<file path="src/rtl/romLayerPkg.sv">
`timescale 1ns/1ps
package romLayerPkg;
  localparam logic [7:0] OP_READ      = 8'h33;
  localparam logic [7:0] OP_MATCH     = 8'h55;
  localparam logic [7:0] OP_SEARCH    = 8'hF0;
  localparam logic [7:0] OP_SKIP      = 8'hCC;
  localparam logic [7:0] OP_RESUME    = 8'hA5;
  localparam logic [7:0] OP_FAST_SKIP = 8'h3C;
  localparam logic [7:0] OP_FAST_MTCH = 8'h69;

  typedef enum logic [2:0] {
    ST_IDLE, ST_CMD, ST_READ, ST_MATCH,
    ST_SRCH_TRUE, ST_SRCH_COMP, ST_SRCH_PICK, ST_FUNC
  } romState_t;

  typedef struct packed {
    logic clrCount;
    logic incCount;
    logic shiftCmd;
    logic setRc;
    logic clrRc;
    logic setOd;
    logic clrOd;
    logic saveOd;
    logic restoreOd;
  } dpCtl_t;
endpackage

</file>
<file path="src/rtl/romDatapath.sv">
`timescale 1ns/1ps
module romDatapath
  import romLayerPkg::*;
#(
  parameter int ID_W  = 64,
  parameter int CMD_W = 8
) (
  input  logic             clk,
  input  logic             rstN,
  input  dpCtl_t           ctl,
  input  logic             rxBit,
  input  logic [ID_W-1:0]  idValue,
  output logic             idBit,
  output logic [CMD_W-1:0] cmdNext,
  output logic             lastCmdBit,
  output logic             lastIdBit,
  output logic             rcFlag,
  output logic             odFlag
);
  localparam int CNT_W = $clog2(ID_W);

  logic [CNT_W-1:0] bitCount;
  logic [CMD_W-1:0] cmdShift;
  logic             odSaved;

  assign cmdNext    = {rxBit, cmdShift[CMD_W-1:1]};
  assign idBit      = idValue[bitCount];
  assign lastCmdBit = (bitCount == CNT_W'(CMD_W - 1));
  assign lastIdBit  = (bitCount == CNT_W'(ID_W - 1));

  always_ff @(posedge clk) begin
    if (!rstN) begin
      bitCount <= '0;
      cmdShift <= '0;
      rcFlag   <= 1'b0;
      odFlag   <= 1'b0;
      odSaved  <= 1'b0;
    end else begin
      if (ctl.clrCount)      bitCount <= '0;
      else if (ctl.incCount) bitCount <= bitCount + 1'b1;

      if (ctl.shiftCmd) cmdShift <= cmdNext;

      if (ctl.clrRc)      rcFlag <= 1'b0;
      else if (ctl.setRc) rcFlag <= 1'b1;

      if (ctl.saveOd) odSaved <= odFlag;

      if (ctl.clrOd)          odFlag <= 1'b0;
      else if (ctl.setOd)     odFlag <= 1'b1;
      else if (ctl.restoreOd) odFlag <= odSaved;
    end
  end
endmodule

</file>
<file path="src/rtl/romControl.sv">
`timescale 1ns/1ps
module romControl
  import romLayerPkg::*;
#(
  parameter int CMD_W = 8
) (
  input  logic             clk,
  input  logic             rstN,
  input  logic             busReset,
  input  logic             busResetLong,
  input  logic             slotValid,
  input  logic             rxBit,
  input  logic             idBit,
  input  logic [CMD_W-1:0] cmdNext,
  input  logic             lastCmdBit,
  input  logic             lastIdBit,
  input  logic             rcFlag,
  output dpCtl_t           ctl,
  output logic             txEn,
  output logic             txBit,
  output logic             selected
);
  romState_t state, nextState;

  always_ff @(posedge clk) begin
    if (!rstN) state <= ST_IDLE;
    else       state <= nextState;
  end

  always_comb begin
    ctl       = '0;
    nextState = state;
    if (busReset) begin
      nextState    = ST_CMD;
      ctl.clrCount = 1'b1;
      ctl.clrOd    = busResetLong;
    end else if (slotValid) begin
      unique case (state)
        ST_CMD: begin
          ctl.shiftCmd = 1'b1;
          ctl.incCount = 1'b1;
          if (lastCmdBit) begin
            ctl.clrCount = 1'b1;
            case (cmdNext)
              OP_READ:   nextState = ST_READ;
              OP_MATCH: begin
                nextState  = ST_MATCH;
                ctl.clrRc  = 1'b1;
                ctl.saveOd = 1'b1;
              end
              OP_FAST_MTCH: begin
                nextState  = ST_MATCH;
                ctl.clrRc  = 1'b1;
                ctl.saveOd = 1'b1;
                ctl.setOd  = 1'b1;
              end
              OP_SEARCH: begin
                nextState = ST_SRCH_TRUE;
                ctl.clrRc = 1'b1;
              end
              OP_SKIP: begin
                nextState = ST_FUNC;
                ctl.clrRc = 1'b1;
              end
              OP_FAST_SKIP: begin
                nextState = ST_FUNC;
                ctl.clrRc = 1'b1;
                ctl.setOd = 1'b1;
              end
              OP_RESUME: nextState = rcFlag ? ST_FUNC : ST_IDLE;
              default:   nextState = ST_IDLE;
            endcase
          end
        end
        ST_READ: begin
          ctl.incCount = 1'b1;
          if (lastIdBit) nextState = ST_FUNC;
        end
        ST_MATCH: begin
          if (rxBit != idBit) begin
            nextState     = ST_IDLE;
            ctl.restoreOd = 1'b1;
          end else begin
            ctl.incCount = 1'b1;
            if (lastIdBit) begin
              nextState = ST_FUNC;
              ctl.setRc = 1'b1;
            end
          end
        end
        ST_SRCH_TRUE: nextState = ST_SRCH_COMP;
        ST_SRCH_COMP: nextState = ST_SRCH_PICK;
        ST_SRCH_PICK: begin
          if (rxBit != idBit) begin
            nextState = ST_IDLE;
          end else if (lastIdBit) begin
            nextState = ST_FUNC;
            ctl.setRc = 1'b1;
          end else begin
            ctl.incCount = 1'b1;
            nextState    = ST_SRCH_TRUE;
          end
        end
        default: nextState = state;
      endcase
    end
  end

  assign txEn     = (state == ST_READ) || (state == ST_SRCH_TRUE) || (state == ST_SRCH_COMP);
  assign txBit    = (state == ST_SRCH_COMP) ? ~idBit : idBit;
  assign selected = (state == ST_FUNC);
endmodule

</file>
<file path="src/rtl/romCommandLayer.sv">
`timescale 1ns/1ps
module romCommandLayer
  import romLayerPkg::*;
#(
  parameter int ID_W  = 64,
  parameter int CMD_W = 8
) (
  input  logic            clk,
  input  logic            rstN,
  input  logic [ID_W-1:0] idValue,
  input  logic            busReset,
  input  logic            busResetLong,
  input  logic            slotValid,
  input  logic            rxBit,
  output logic            txEn,
  output logic            txBit,
  output logic            overdrive,
  output logic            resumeFlag,
  output logic            selected
);
  dpCtl_t           ctl;
  logic             idBit;
  logic [CMD_W-1:0] cmdNext;
  logic             lastCmdBit;
  logic             lastIdBit;

  romDatapath #(.ID_W(ID_W), .CMD_W(CMD_W)) i_datapath (
    .clk(clk), .rstN(rstN), .ctl(ctl), .rxBit(rxBit), .idValue(idValue),
    .idBit(idBit), .cmdNext(cmdNext), .lastCmdBit(lastCmdBit),
    .lastIdBit(lastIdBit), .rcFlag(resumeFlag), .odFlag(overdrive)
  );

  romControl #(.CMD_W(CMD_W)) i_control (
    .clk(clk), .rstN(rstN), .busReset(busReset), .busResetLong(busResetLong),
    .slotValid(slotValid), .rxBit(rxBit), .idBit(idBit), .cmdNext(cmdNext),
    .lastCmdBit(lastCmdBit), .lastIdBit(lastIdBit), .rcFlag(resumeFlag),
    .ctl(ctl), .txEn(txEn), .txBit(txBit), .selected(selected)
  );
endmodule

</file>
<file path="config.mk">
export PLATFORM = sky130hd
export DESIGN_NAME = romCommandLayer
export DESIGN_NICKNAME = d
export VERILOG_FILES = /design/src/rtl/romLayerPkg.sv /design/src/rtl/romDatapath.sv /design/src/rtl/romControl.sv /design/src/rtl/romCommandLayer.sv
export SDC_FILE = /design/constraint.sdc
export NUM_CORES = 1
export LEC_CHECK = 0
export BUFFER_PORTS_ARGS = -buffer_cell sky130_fd_sc_hd__buf_2
export CAP_MARGIN = 20
export CORE_MARGIN = 5
export CORE_UTILIZATION = 45
export CTS_BUF_LIST = sky130_fd_sc_hd__clkbuf_8
export CTS_CLUSTER_DIAMETER = 100
export DETAILED_ROUTE_END_ITERATION = 6
export PLACE_DENSITY = 0.85
export SYNTH_ARGS = -nofsm -noshare
export SYNTH_HDL_FRONTEND = slang
export SYNTH_SLANG_ARGS = --single-unit
</file>
<file path="constraint.sdc">
create_clock -name clk -period 2.5 [get_ports clk]
set_input_delay 0 -clock clk [delete_from_list [all_inputs] [get_ports clk]]
set_output_delay 0 -clock clk [all_outputs]
set_load 0.02 [all_outputs]
</file>
# Word-level counts from Yosys, hierarchy flattened
# Cells that the tools add are included.
# totals
register_bits	20
in_bits	70
output_inout_bits	5
word_cells	88
# classes
n_addsub	1
n_lt_le_gt_ge	1
n_eq_ne	19
mux	40
bitwise_logic	2
n_reduce_logical	18
# op_table
op	n
8-bit equality test, second input constant	3
1-bit two-way mux	24
3-bit one-hot mux with 6 select lines	1
2-bit OR reduction	9
8-bit by 6-bit equality test with 1-bit output, second input constant	2
8-bit by 7-bit equality test with 1-bit output, second input constant	2
3-bit two-way mux	5
3-bit one-hot mux with 5 select lines	1
3-bit equality test, second input constant	4
2-bit two-way mux	5
6-bit by 7-bit less-than comparator with 1-bit output, second input constant	1
7-bit nonzero test	1
6-bit by 1-bit adder with 6-bit output, second input constant	1
1-bit binary-select mux with 6-bit select	1
3-bit by 2-bit equality test with 1-bit output, second input constant	2
6-bit by 3-bit equality test with 1-bit output, second input constant	1
6-bit equality test, second input constant	1
6-bit two-way mux	1
3-bit AND reduction	2
6-bit nonzero test	1
5-bit two-way mux	1
5-bit OR reduction	1
2-bit nonzero test	2
3-bit by 1-bit equality test with 1-bit output, second input constant	1
6 further kinds	8

# Longest topological paths before layout
# Gate-level depths: netlist of the first run.
# depth
depth_word	9
depth_mapped	11
mapped_depth_nobuf	9

# Modules after synthesis
# Synthesis of the first run repeated with hierarchy kept, for this count alone.
# hier_totals
hier_cells	195
area_unflattened_um2	1835.5
# by_module_without_submodules
mod	instances	cells_per_inst	area_per_inst_um2	seq_area_each_um2
romDatapath	1	102	1207.4	320.3
romControl	1	93	628.1	60.1

# Least setup slack after synthesis of the first run
# No wires, ideal clock.
# synth_timing
kind	register to register
startpoint	register i_datapath.bitCount[0]
endpoint	register i_control.state[1]
setup_time_ns	0.103
t_arrival_ns	2.470
required_ns	2.397
path_slack_ns	-0.074
path_stages_with_launch	10
n_path_buf	1
period_less_slack_ns	2.574
path_cell_list	dfxtp_1 buf_6 mux4_2 nand3_1 a41oi_1 or4_4 o21ai_4 xor2_4 o21ai_1 a2111oi_2
# synth_via
elab_chain_len	5
word_cells_on_any_way	12
# synth_rtl
element	line	text
start, declared	romDatapath.sv:22	logic [CNT_W-1:0] bitCount;
start signal, assigned	romDatapath.sv:40	else if (ctl.incCount) bitCount <= bitCount + 1'b1;
1-bit binary-select mux with 6-bit select	romDatapath.sv:27	assign idBit = idValue[bitCount];
1-bit two-way mux (implied by the code)	romDatapath.sv:27	
1-bit inequality test	romControl.sv:80, romControl.sv:94	
3-bit two-way mux, on equally long branches	romControl.sv:94, romControl.sv:80	
3-bit one-hot mux with 6 select lines	romControl.sv:38	unique case (state)
end signal, assigned	romControl.sv:27	else state <= nextState;
end, declared	romControl.sv:23	romState_t state, nextState;
# Several ways; a longest one is shown, not always the timed one. The select of a mux whose other input is x is not followed.
# A chain may end at the register's enable or synchronous reset.

# Final worst setup path of the first run
# layout_timing
startpoint	register i_datapath.bitCount[0]
endpoint	register i_control.state[2]
# Same word-level chain as after synthesis.

==> flow_metrics.py, run 1 <==
metrics = {
    "die": {
        "fp.dieW_um": 74.2,
        "dieArea_sq_um": 5500,
        "core-area_sq_um": 4000,
        "rows": 23,
        "floorplan.initialDensity_pct": 46.4,
        "dieHeight_um": 74.2,
        "ios": 75,
    },
    "placement": {
        "dpl.cell_count": 346,
        "preCtsSetupSlack_ps": -203,
        "dpl.hpwl_um": 4430,
        "placed_area_sq_um": 2380,
        "portBuffers": 74,
        "place.gp.congestion": 0.918,
    },
    "power": {
        "power.internal_mw": 0.505,
        "ir_drop_v": 0.000183,
        "p_clk_share_pct": 32.2,
        "p_per_area_nw_per_um2": 270,
        "p_leak_nw": 1.01,
        "p_switching_mw": 0.176,
        "seqPwrFrac_pct": 45.2,
        "switching_share_pct": 25.9,
        "combPwrFrac_pct": 22.6,
    },
    "synthesis": {
        "postSynthCellCount": 218,
        "ys.flop_type": "dfxtp_1",
        "synthesis.nets": 289,
        "synthDistinctLibCells": 52,
        "avgSynthCellArea_sq_um": 8.51,
        "async_flop_share_pct": 0,
        "ys_warn_count": 0,
        "synth_edf_count": 0,
        "synth-seq-cells": 19,
        "ys_seq_area_share_pct": 20.5,
        "synth.cell_area_sq_um": 1850,
    },
    "grt": {
        "grt_pass1_wl_um": 9110,
        "antenna_found_initial": 0,
        "gr-usage-met3_pct": 2.97,
        "grt_max_degree": 18,
        "grt_overflow": 0,
        "grt_pass1_vias": 2146,
        "grtUsageMet2_pct": 38.6,
        "grt.busiest_layer": "met2",
        "grt_usage_pct": 20.9,
        "grtUsageMet1_pct": 24.5,
    },
    "sta": {
        "slew_headroom_pct": 63.4,
        "setup_ws_ps": -72.3,
        "drv_slew": 0,
        "tightest_slew_ps": 548,
        "fin_crit_sh_pct": 103,
        "final-hold-violation-count": 0,
        "hold_ws_ps": 45.5,
        "tns_ps": -94.9,
        "rsz0062_at_grt": "yes",
        "max_freq_ghz": 0.389,
        "setup_viol": 2,
        "period_minus_slack_ps": 2570,
        "fin_skew_ps": 2.75,
    },
    "run_status": {
        "status": "finished with violations",
        "violations": "negative setup slack",
    },
    "cells_and_area": {
        "fin_cells": 353,
        "fin_area_sq_um": 2520,
        "area_delta_synth_final_pct": 36.2,
        "multi_input_area_sq_um": 1450,
        "nets": 375,
        "antennaDiodeCount": 0,
        "fillCellCount": 310,
        "drive_gt1_share_pct": 44.2,
        "register_area_sq_um": 385,
    },
    "cts": {
        "cts_sinks": 19,
        "clk_latency_ps": 260,
        "cts_root_buffer": "clkbuf_8",
        "cts_tree": "done",
        "cts_buffers": 3,
        "htreeDepth": 1,
        "clock_path_buffers": 2,
        "clkTransAtPathRegs_ps": 70,
    },
    "run": {
        "max_cap_violations": 0,
    },
    "worst_setup_path": {
        "rrSetupSlack_ps": -70,
        "rr_endpoint": "i_control.state[2]",
        "crit_path_start_kind": "flop",
        "cp.arrival_ps": 2750,
        "critPathKind": "reg2reg",
        "crit_fanout": 6,
        "cp.required_ps": 2670,
        "r2r_start": "i_datapath.bitCount[0]",
        "cp-startpoint": "i_datapath.bitCount[0]",
        "end_kind": "flop",
        "reg2reg_depth": 9,
        "crit_end": "i_control.state[2]",
    },
    "routing": {
        "viasPerCell": 5.89,
        "wl_um": 5610,
        "ant_nets": 0,
        "drtIter0Drc": 187,
        "dr.pass1.iters": 4,
        "num_vias": 2078,
        "drc": 0,
        "avgRoutedWirePerCell_um": 15.9,
    },
    "hold_path": {
        "hp-class": "in2reg",
    },
}
-- per-layer routing --
metal | routed length (um) | up-vias
li1 | - | 990
met1 | 2200 | 972
met2 | 2880 | 101
met3 | 419 | 15
met4 | 112 | 0
met5 | 0 | -
-- what timing repair did --
item                       in CTS  in global routing
setup endpoints to repair      12                 12
hold endpoints to repair        1                  0
setup buffers                   0                  2
resized for setup              10                  6
pin swaps                       4                  3
hold buffers                    1                  0
-- synthesized netlist by cell type, types with 2 or more instances --
cell type	instances	share of area, %
nand3_1	12	3.2
inv_1	7	1.4
a21boi_1	3	1.2
nand2b_1	7	2.4
nor2b_1	9	3.0
o21ai_1	3	0.81
a311oi_1	3	1.4
xnor2_1	6	2.8
nor4_1	2	0.67
nand3b_1	2	0.81
and3_1	2	0.67
or4bb_1	3	1.8
mux2i_1	14	7.6
mux4_2	13	16
nor2_1	19	3.8
a211oi_1	2	0.81
a21oi_1	6	1.6
buf_2	3	0.81
o22ai_1	3	1.0
dfxtp_1	19	21
a31oi_1	3	1.0
a21o_1	2	0.81
clkbuf_1	11	2.2
nor3_1	10	2.7
nand2_1	22	4.5
or4_1	2	0.81
o21ai_0	5	1.3
-- logic make-up (layout without fill, tap and decap cells) --
kind of cell / Yosys count / after routing / share of synthesized area [%]
simple gates: 95 / 95 / 26.9
buf+inv: 23 / 108 / 5.47
xor+xnor: 7 / 7 / 4.32
flops: 19 / 19 / 20.5
mux: 28 / 28 / 24.0
fa+ha+maj: 1 / 1 / 0.675
compound gates: 45 / 45 / 18.2
-- cell usage in the layout, fill, tap and decap left out, drive strengths merged, types with 2 or more instances in the layout --
master / Yosys / final
nor4: 2 / 2
mux4: 13 / 13
a31oi: 3 / 3
nor2: 19 / 19
nand2: 22 / 22
nor3: 10 / 10
mux2i: 14 / 14
dfxtp: 19 / 19
inv: 7 / 7
buf: 5 / 96
and3: 2 / 2
a21oi: 6 / 6
clkbuf: 11 / 3
or4bb: 3 / 3
nand3: 12 / 12
a2111oi: 2 / 2
a311oi: 3 / 3
o22ai: 3 / 3
nand2b: 7 / 7
o21ai: 9 / 9
a211oi: 2 / 2
xnor2: 6 / 6
nand3b: 2 / 2
a21boi: 3 / 3
nor2b: 9 / 9
or4: 3 / 3
a21o: 2 / 2
-- area by class of cell --
class,count,share of cell area [%]
multi-input combinational,176,57.4
timing repair buffer,97,22.0
sequential,19,15.3
tap,50,2.48
clock buffer,3,1.64
inverter,7,1.04
clock inverter,1,0.198
-- worst max-delay path: stages (launching register included) --
cell and delay (ps):
dfxtp_4 400, mux4_2 500, nand3b_1 120, a41oi_2 100, or4_4 560, o21ai_4 120
xor2_4 250, buf_4 160, nand2_1 40, a311oi_1 240
-- worst min-delay path by stage --
stage,end,from,cells after the start
after floorplan,i_datapath.odFlag,busReset,3
after global placement,i_datapath.odFlag,busResetLong,4
after detailed placement,i_datapath.odFlag,busResetLong,4
after CTS,i_datapath.odFlag,busReset,4
after global routing,i_datapath.odFlag,rstN,3
final,i_datapath.odFlag,busReset,4
-- power by group through the flow --
stage	combinational [mW]	clock [mW]	sequential [mW]
5_1_grt	0.168	0.236	0.308
3_3_place_gp	0.140	0	0.316
4_1_cts	0.147	0.222	0.308
3_5_place_dp	0.143	0	0.316
2_1_floorplan	0.0727	0	0.314
6_report	0.154	0.219	0.308
-- state kept, by name, indices dropped and copies added, names as in the netlist --
name / count
i_control.state: 3
i_datapath.bitCount: 6
i_datapath.cmdShift: 7
i_datapath.odFlag: 1
i_datapath.odSaved: 1
i_datapath.rcFlag: 1
-- stage by stage --
step,util [%],total power [mW]
2_1_floorplan,-,0.386
3_3_place_gp,59.4,0.455
3_5_place_dp,59.4,0.459
4_1_cts,61.7,0.676
5_1_grt,63.1,0.713
6_report,63.1,0.681
Note: power is estimated with default switching activity, not from simulation.
==> run 2: changes to the inputs <==
BUFFER_PORTS_ARGS = not set   (was -buffer_cell sky130_fd_sc_hd__buf_2)
CORE_UTILIZATION = 60   (was 45)
DONT_BUFFER_PORTS = 1   (was not set)
PLACE_DENSITY = 0.86   (was 0.85)
==> run 2 against run 1 <==
Power is 6.9% lower. Largest power group unchanged. Worst setup slack lost 16 ps. Routed wire length fell by 9.4%. The run still ends with negative setup slack left. Flip-flop and latch count stayed put. Via count down 12%. Sequential power is essentially flat. Maximum frequency shrank 0.63%. Clock skew fell by 2.0 ps. Largest cell class unchanged. First-iteration DRC count increased by 12%. Worst hold slack better by 96 ps.
==> flow_metrics.py, run 2 (synthesis results as in run 1) <==
metrics = {
    "grt": {
        "grt_overflow": 0,
        "grt_max_degree": 17,
        "antenna_found_initial": 0,
        "grt_pass1_vias": 1825,
        "grt_usage_pct": 23.9,
        "grt_pass1_wl_um": 8100,
    },
    "cts": {
        "clkTransAtPathRegs_ps": 70,
        "cts_sinks": 19,
        "cts_tree": "done",
        "clk_latency_ps": 260,
        "clock_path_buffers": 2,
        "cts_root_buffer": "clkbuf_8",
        "htreeDepth": 1,
        "cts_buffers": 3,
    },
    "power": {
        "p_leak_nw": 0.739,
        "p_per_area_nw_per_um2": 285,
        "ir_drop_v": 0.000161,
        "finalPower_mw": 0.634,
    },
    "worst_setup_path": {
        "rrSetupSlack_ps": -90,
        "end_kind": "flop",
        "cp-startpoint": "i_datapath.bitCount[0]",
        "r2r_start": "i_datapath.bitCount[0]",
        "critPathKind": "reg2reg",
        "cp.arrival_ps": 2750,
        "crit_fanout": 5,
        "crit_path_start_kind": "flop",
        "cp.required_ps": 2660,
    },
    "sta": {
        "rsz0062_at_grt": "yes",
        "fin_crit_sh_pct": 104,
        "setup_viol": 7,
        "tns_ps": -407,
        "drv_slew": 0,
        "max_freq_ghz": 0.386,
        "slew_headroom_pct": 57.4,
        "period_minus_slack_ps": 2590,
        "hold_ws_ps": 142,
        "tightest_slew_ps": 633,
        "fin_skew_ps": 0.793,
        "final-hold-violation-count": 0,
        "setup_ws_ps": -88.6,
    },
    "routing": {
        "num_vias": 1830,
        "viasPerCell": 6.91,
        "avgRoutedWirePerCell_um": 19.2,
        "drc": 0,
        "ant_nets": 0,
        "drtIter0Drc": 209,
        "dr.pass1.iters": 6,
        "wl_um": 5080,
    },
    "cells_and_area": {
        "largest_reg_flops": 7,
        "nets": 304,
        "largest_register": "i_datapath.cmdShift",
        "top_regs": "i_datapath.cmdShift: 7 flops, i_datapath.bitCount: 6 flops, i_control.state: 3 flops",
        "area_delta_synth_final_pct": 20.0,
        "fillCellCount": 190,
        "register_area_sq_um": 388,
        "layout_common_cells": "nand2_1, nor2_1, dfxtp_1, buf_4",
        "drive_gt1_share_pct": 27.6,
        "final_common_cell": "nand2_1",
        "antennaDiodeCount": 0,
        "multi_input_area_sq_um": 1490,
    },
    "hold_path": {
        "hold_start": "rxBit",
        "hp-class": "in2reg",
    },
    "run_status": {
        "violations": "negative setup slack",
        "status": "finished with violations",
    },
    "die": {
        "dieHeight_um": 65.6,
        "core-area_sq_um": 3000,
        "floorplan.initialDensity_pct": 61.7,
        "rows": 20,
        "fp.dieW_um": 65.6,
        "dieArea_sq_um": 4300,
        "ios": 75,
    },
    "run": {
        "max_cap_violations": 0,
    },
    "placement": {
        "dpl.hpwl_um": 3630,
        "portBuffers": 0,
        "place.gp.congestion": 0.895,
    },
}
==> run 2: changes by cell type in the layout (fill, tap and decap cells not counted), moves of 3 or more <==
cell / before / now
buf_2: 73 / 0
buf_6: 2 / 6
buf_4: 21 / 15
dlygate4sd3_1: 1 / 4
==> run 2: per-stage QoR <==
step	cells	utilization [%]	area [sq um]	worst slack [ps]
after global placement	254	66.3	1990	-73.8
after floorplan	218	-	1870	-48.5
after CTS	264	71.6	2150	-49.5
after detailed placement	254	66.3	1990	-142
after global routing	265	74.1	2230	-204
final	265	74.1	2230	-88.6
==> run 2: where the power goes <==
| part | leakage, nW | switching (mW) | total, mW | internal, mW |
|---|---|---|---|---|
| Combinational | 0.558 | 0.0491 | 0.109 | 0.0595 |
| Sequential | 0.155 | 0.00618 | 0.309 | 0.302 |
| Clock | 0.0269 | 0.108 | 0.217 | 0.110 |
| Total | 0.739 | 0.163 | 0.634 | 0.471 |
==> run 2: metal layers <==
layer / global-route usage (%) / wire length, um / vias to the layer above
li1: - / - / 848
met4: 12.4 / 148 / 0
met5: 0 / 0 / -
met1: 27.8 / 1890 / 854
met2: 40.7 / 2600 / 111
met3: 5.64 / 445 / 17
==> run 2: repair_timing <==
item | 4_1_cts | 5_1_grt
cloned | 0 | 0
gates resized for setup | 12 | 14
buffers inserted | 2 | 2
hold buffers | 4 | 0
endpoints found under the hold margin | 13 | 0
endpoints found under the setup margin | 10 | 12
pin swaps | 12 | 7
==> run 2: critical path, stage by stage, from the launching register on <==
cell       delay [ps]
dfxtp_4           400
mux4_2            520
nand3_2           100
a41oi_2           120
or4_4             600
o21ai_4           120
xor2_4            260
o21ai_2            80
a2111oi_2         280
==> run 2: layout make-up <==
cell class | instances | area share [%]
flip-flops and latches | 19 | 17.4
multi-input cells | 176 | 66.7
clock buffers | 3 | 1.85
clock inverters | 1 | 0.169
inverters | 7 | 1.18
well taps | 33 | 1.85
repair buffers | 26 | 10.8
==> run 2: worst paths after layout <==
kind,endpoint,cells after the start
min reg2reg,i_datapath.odSaved,2
max reg2reg,i_control.state[1],8
min,i_datapath.odFlag,4
max,i_control.state[1],8
==> run 3: changes to the inputs <==
CORE_UTILIZATION = 62   (was 60)
PLACE_DENSITY = 0.85   (was 0.86)
REMOVE_ABC_BUFFERS = 1   (was not set)
clock period = 2.57 ns   (was 2.5 ns; I/O delays follow)
==> run 3 against run 2 <==
Combinational power is 6% lower. Worst setup slack improved by 74 ps. The run still ends with negative setup slack left. Largest power group unchanged. Cell area shrank 2.0%. Global-route usage up 2.4 points. Worst hold slack got worse by 120 ps. Critical path depth up 2.
==> flow_metrics.py, run 3 (synthesis results as in run 1) <==
metrics = {
    "cts": {
        "cts_buffers": 3,
        "htreeDepth": 1,
        "clk_latency_ps": 270,
        "clkTransAtPathRegs_ps": 80,
        "clock_path_buffers": 2,
        "cts_root_buffer": "clkbuf_8",
        "cts_tree": "done",
        "cts_sinks": 19,
    },
    "die": {
        "fp.dieW_um": 64.7,
        "dieArea_sq_um": 4180,
        "dieHeight_um": 64.7,
        "rows": 19,
        "floorplan.initialDensity_pct": 66.1,
        "ios": 75,
        "core-area_sq_um": 2810,
    },
    "cells_and_area": {
        "antennaDiodeCount": 0,
        "top_regs": "i_datapath.cmdShift: 7 flops, i_datapath.bitCount: 6 flops, i_control.state: 3 flops",
        "largest_reg_flops": 7,
        "layout_common_cells": "nand2_1, nor2_1, dfxtp_1, mux4_2, mux2i_1",
        "fin_area_sq_um": 2180,
        "area_delta_synth_final_pct": 17.6,
        "largest_register": "i_datapath.cmdShift",
        "fin_cells": 257,
        "drive_gt1_share_pct": 24.3,
        "final_common_cell": "nand2_1",
        "nets": 298,
    },
    "sta": {
        "rsz0062_at_grt": "yes",
        "max_freq_ghz": 0.387,
        "slew_headroom_pct": 57.1,
        "tightest_slew_ps": 636,
        "fin_crit_sh_pct": 101,
        "drv_slew": 0,
        "setup_viol": 1,
        "setup_ws_ps": -14.7,
        "period_minus_slack_ps": 2580,
        "final-hold-violation-count": 0,
        "fin_skew_ps": 4.99,
    },
    "worst_setup_path": {
        "critPathKind": "reg2reg",
        "cp.arrival_ps": 2770,
        "cp_top_family": "simple AND/OR/NAND/NOR gates",
        "crit_chain": "buf_6 -> mux4_2 -> nor2_1 -> a311oi_1 -> or4_4 -> o21ai_4 -> xor2_4 -> buf_4 -> nand2_1 -> a311oi_2",
        "crit_path_start_kind": "flop",
        "crit_fanout": 5,
        "slowest_stage": "or4_4",
        "end_kind": "flop",
        "critical-path-max-stage-delay_ps": 570,
        "cp.required_ps": 2750,
        "worst-path-buf-inv": 2,
    },
    "power": {
        "p_leak_nw": 0.717,
        "ir_drop_v": 0.000182,
        "p_per_area_nw_per_um2": 286,
    },
    "hold_path": {
        "hp-class": "in2reg",
    },
    "grt": {
        "grt_pass1_vias": 1838,
        "antenna_found_initial": 0,
        "grt_usage_pct": 26.3,
        "grt_max_degree": 18,
        "grt_overflow": 0,
        "grt_pass1_wl_um": 8780,
    },
    "placement": {
        "place.gp.congestion": 0.892,
        "portBuffers": 0,
        "placed_area_sq_um": 1940,
        "dpl.cell_count": 247,
        "dpl.hpwl_um": 3960,
    },
    "routing": {
        "dr.pass1.iters": 6,
        "drc": 0,
        "num_vias": 1883,
        "viasPerCell": 7.33,
        "drtIter0Drc": 310,
        "ant_nets": 0,
        "avgRoutedWirePerCell_um": 21.7,
        "wl_um": 5590,
    },
    "run": {
        "max_cap_violations": 0,
    },
    "run_status": {
        "violations": "negative setup slack",
        "status": "finished with violations",
    },
}
-- run 3: cell count changes in the layout (fill, tap and decap cells not counted), sizes merged --
cell / delta
buf: -7
inv: -1
bufbuf: +1
clkinv: +1
-- run 3: what timing repair did --
| item | in CTS | in global routing |
|---|---|---|
| setup endpoints to repair | 12 | 12 |
| gates cloned | 1 | 0 |
| pin swaps | 0 | 9 |
| resized for setup | 3 | 22 |
| hold buffers | 4 | 0 |
| endpoints found under the hold margin | 12 | 0 |
| setup buffers | 0 | 1 |
-- run 3: where the power goes --
group	total [mW]	internal, mW	switching [mW]
Clock	0.224	0.108	0.115
Sequential	0.298	0.294	0.00393
Combinational	0.103	0.0546	0.0480
-- run 3: final cells by class --
cell class,instances,area (sq um)
timing repair buffer,20,221
clock buffer,3,41.3
sequential,19,389
inverter,7,26.3
multi-input combinational,176,1460
tap,31,38.8
fill,172,624
clock inverter,1,5.00
-- run 3: layer usage --
| metal | global-route usage (%) | up-vias | routed length [um] |
|---|---|---|---|
| met1 | 30.3 | 883 | 1970 |
| met3 | 5.01 | 31 | 514 |
| met4 | 10.3 | 0 | 250 |
| li1 | - | 833 | - |
| met2 | 47.9 | 136 | 2850 |
| met5 | 0 | - | 0 |
-- run 3: final timing paths --
| path | startpoint | end | slack, ps | cells after the start |
|---|---|---|---|---|
| setup / recovery | i_datapath.bitCount[1] | i_control.state[2] | -10 | 10 |
| hold / removal | busReset | i_control.state[1] | 20 | 2 |
| setup reg to reg | i_datapath.bitCount[1] | i_control.state[2] | -10 | 10 |
| hold reg to reg | i_datapath.odSaved | i_datapath.odSaved | 520 | 2 |
-- run 3: through the flow --
| stage | worst slack [ps] | power (mW) | util [%] | TNS, ps | hold WS, ps |
|---|---|---|---|---|---|
| 3_3_place_gp | -18.4 | 0.386 | 69.0 | -47.8 | 122 |
| 2_1_floorplan | -442 | 0.370 | - | -3190 | 116 |
| 5_1_grt | -132 | 0.642 | 77.7 | -683 | 57.2 |
| 6_report | -14.7 | 0.624 | 77.7 | -14.7 | 23.2 |
| 3_5_place_dp | -138 | 0.389 | 69.0 | -914 | 131 |
| 4_1_cts | -24.0 | 0.610 | 73.4 | -58.1 | 13.8 |
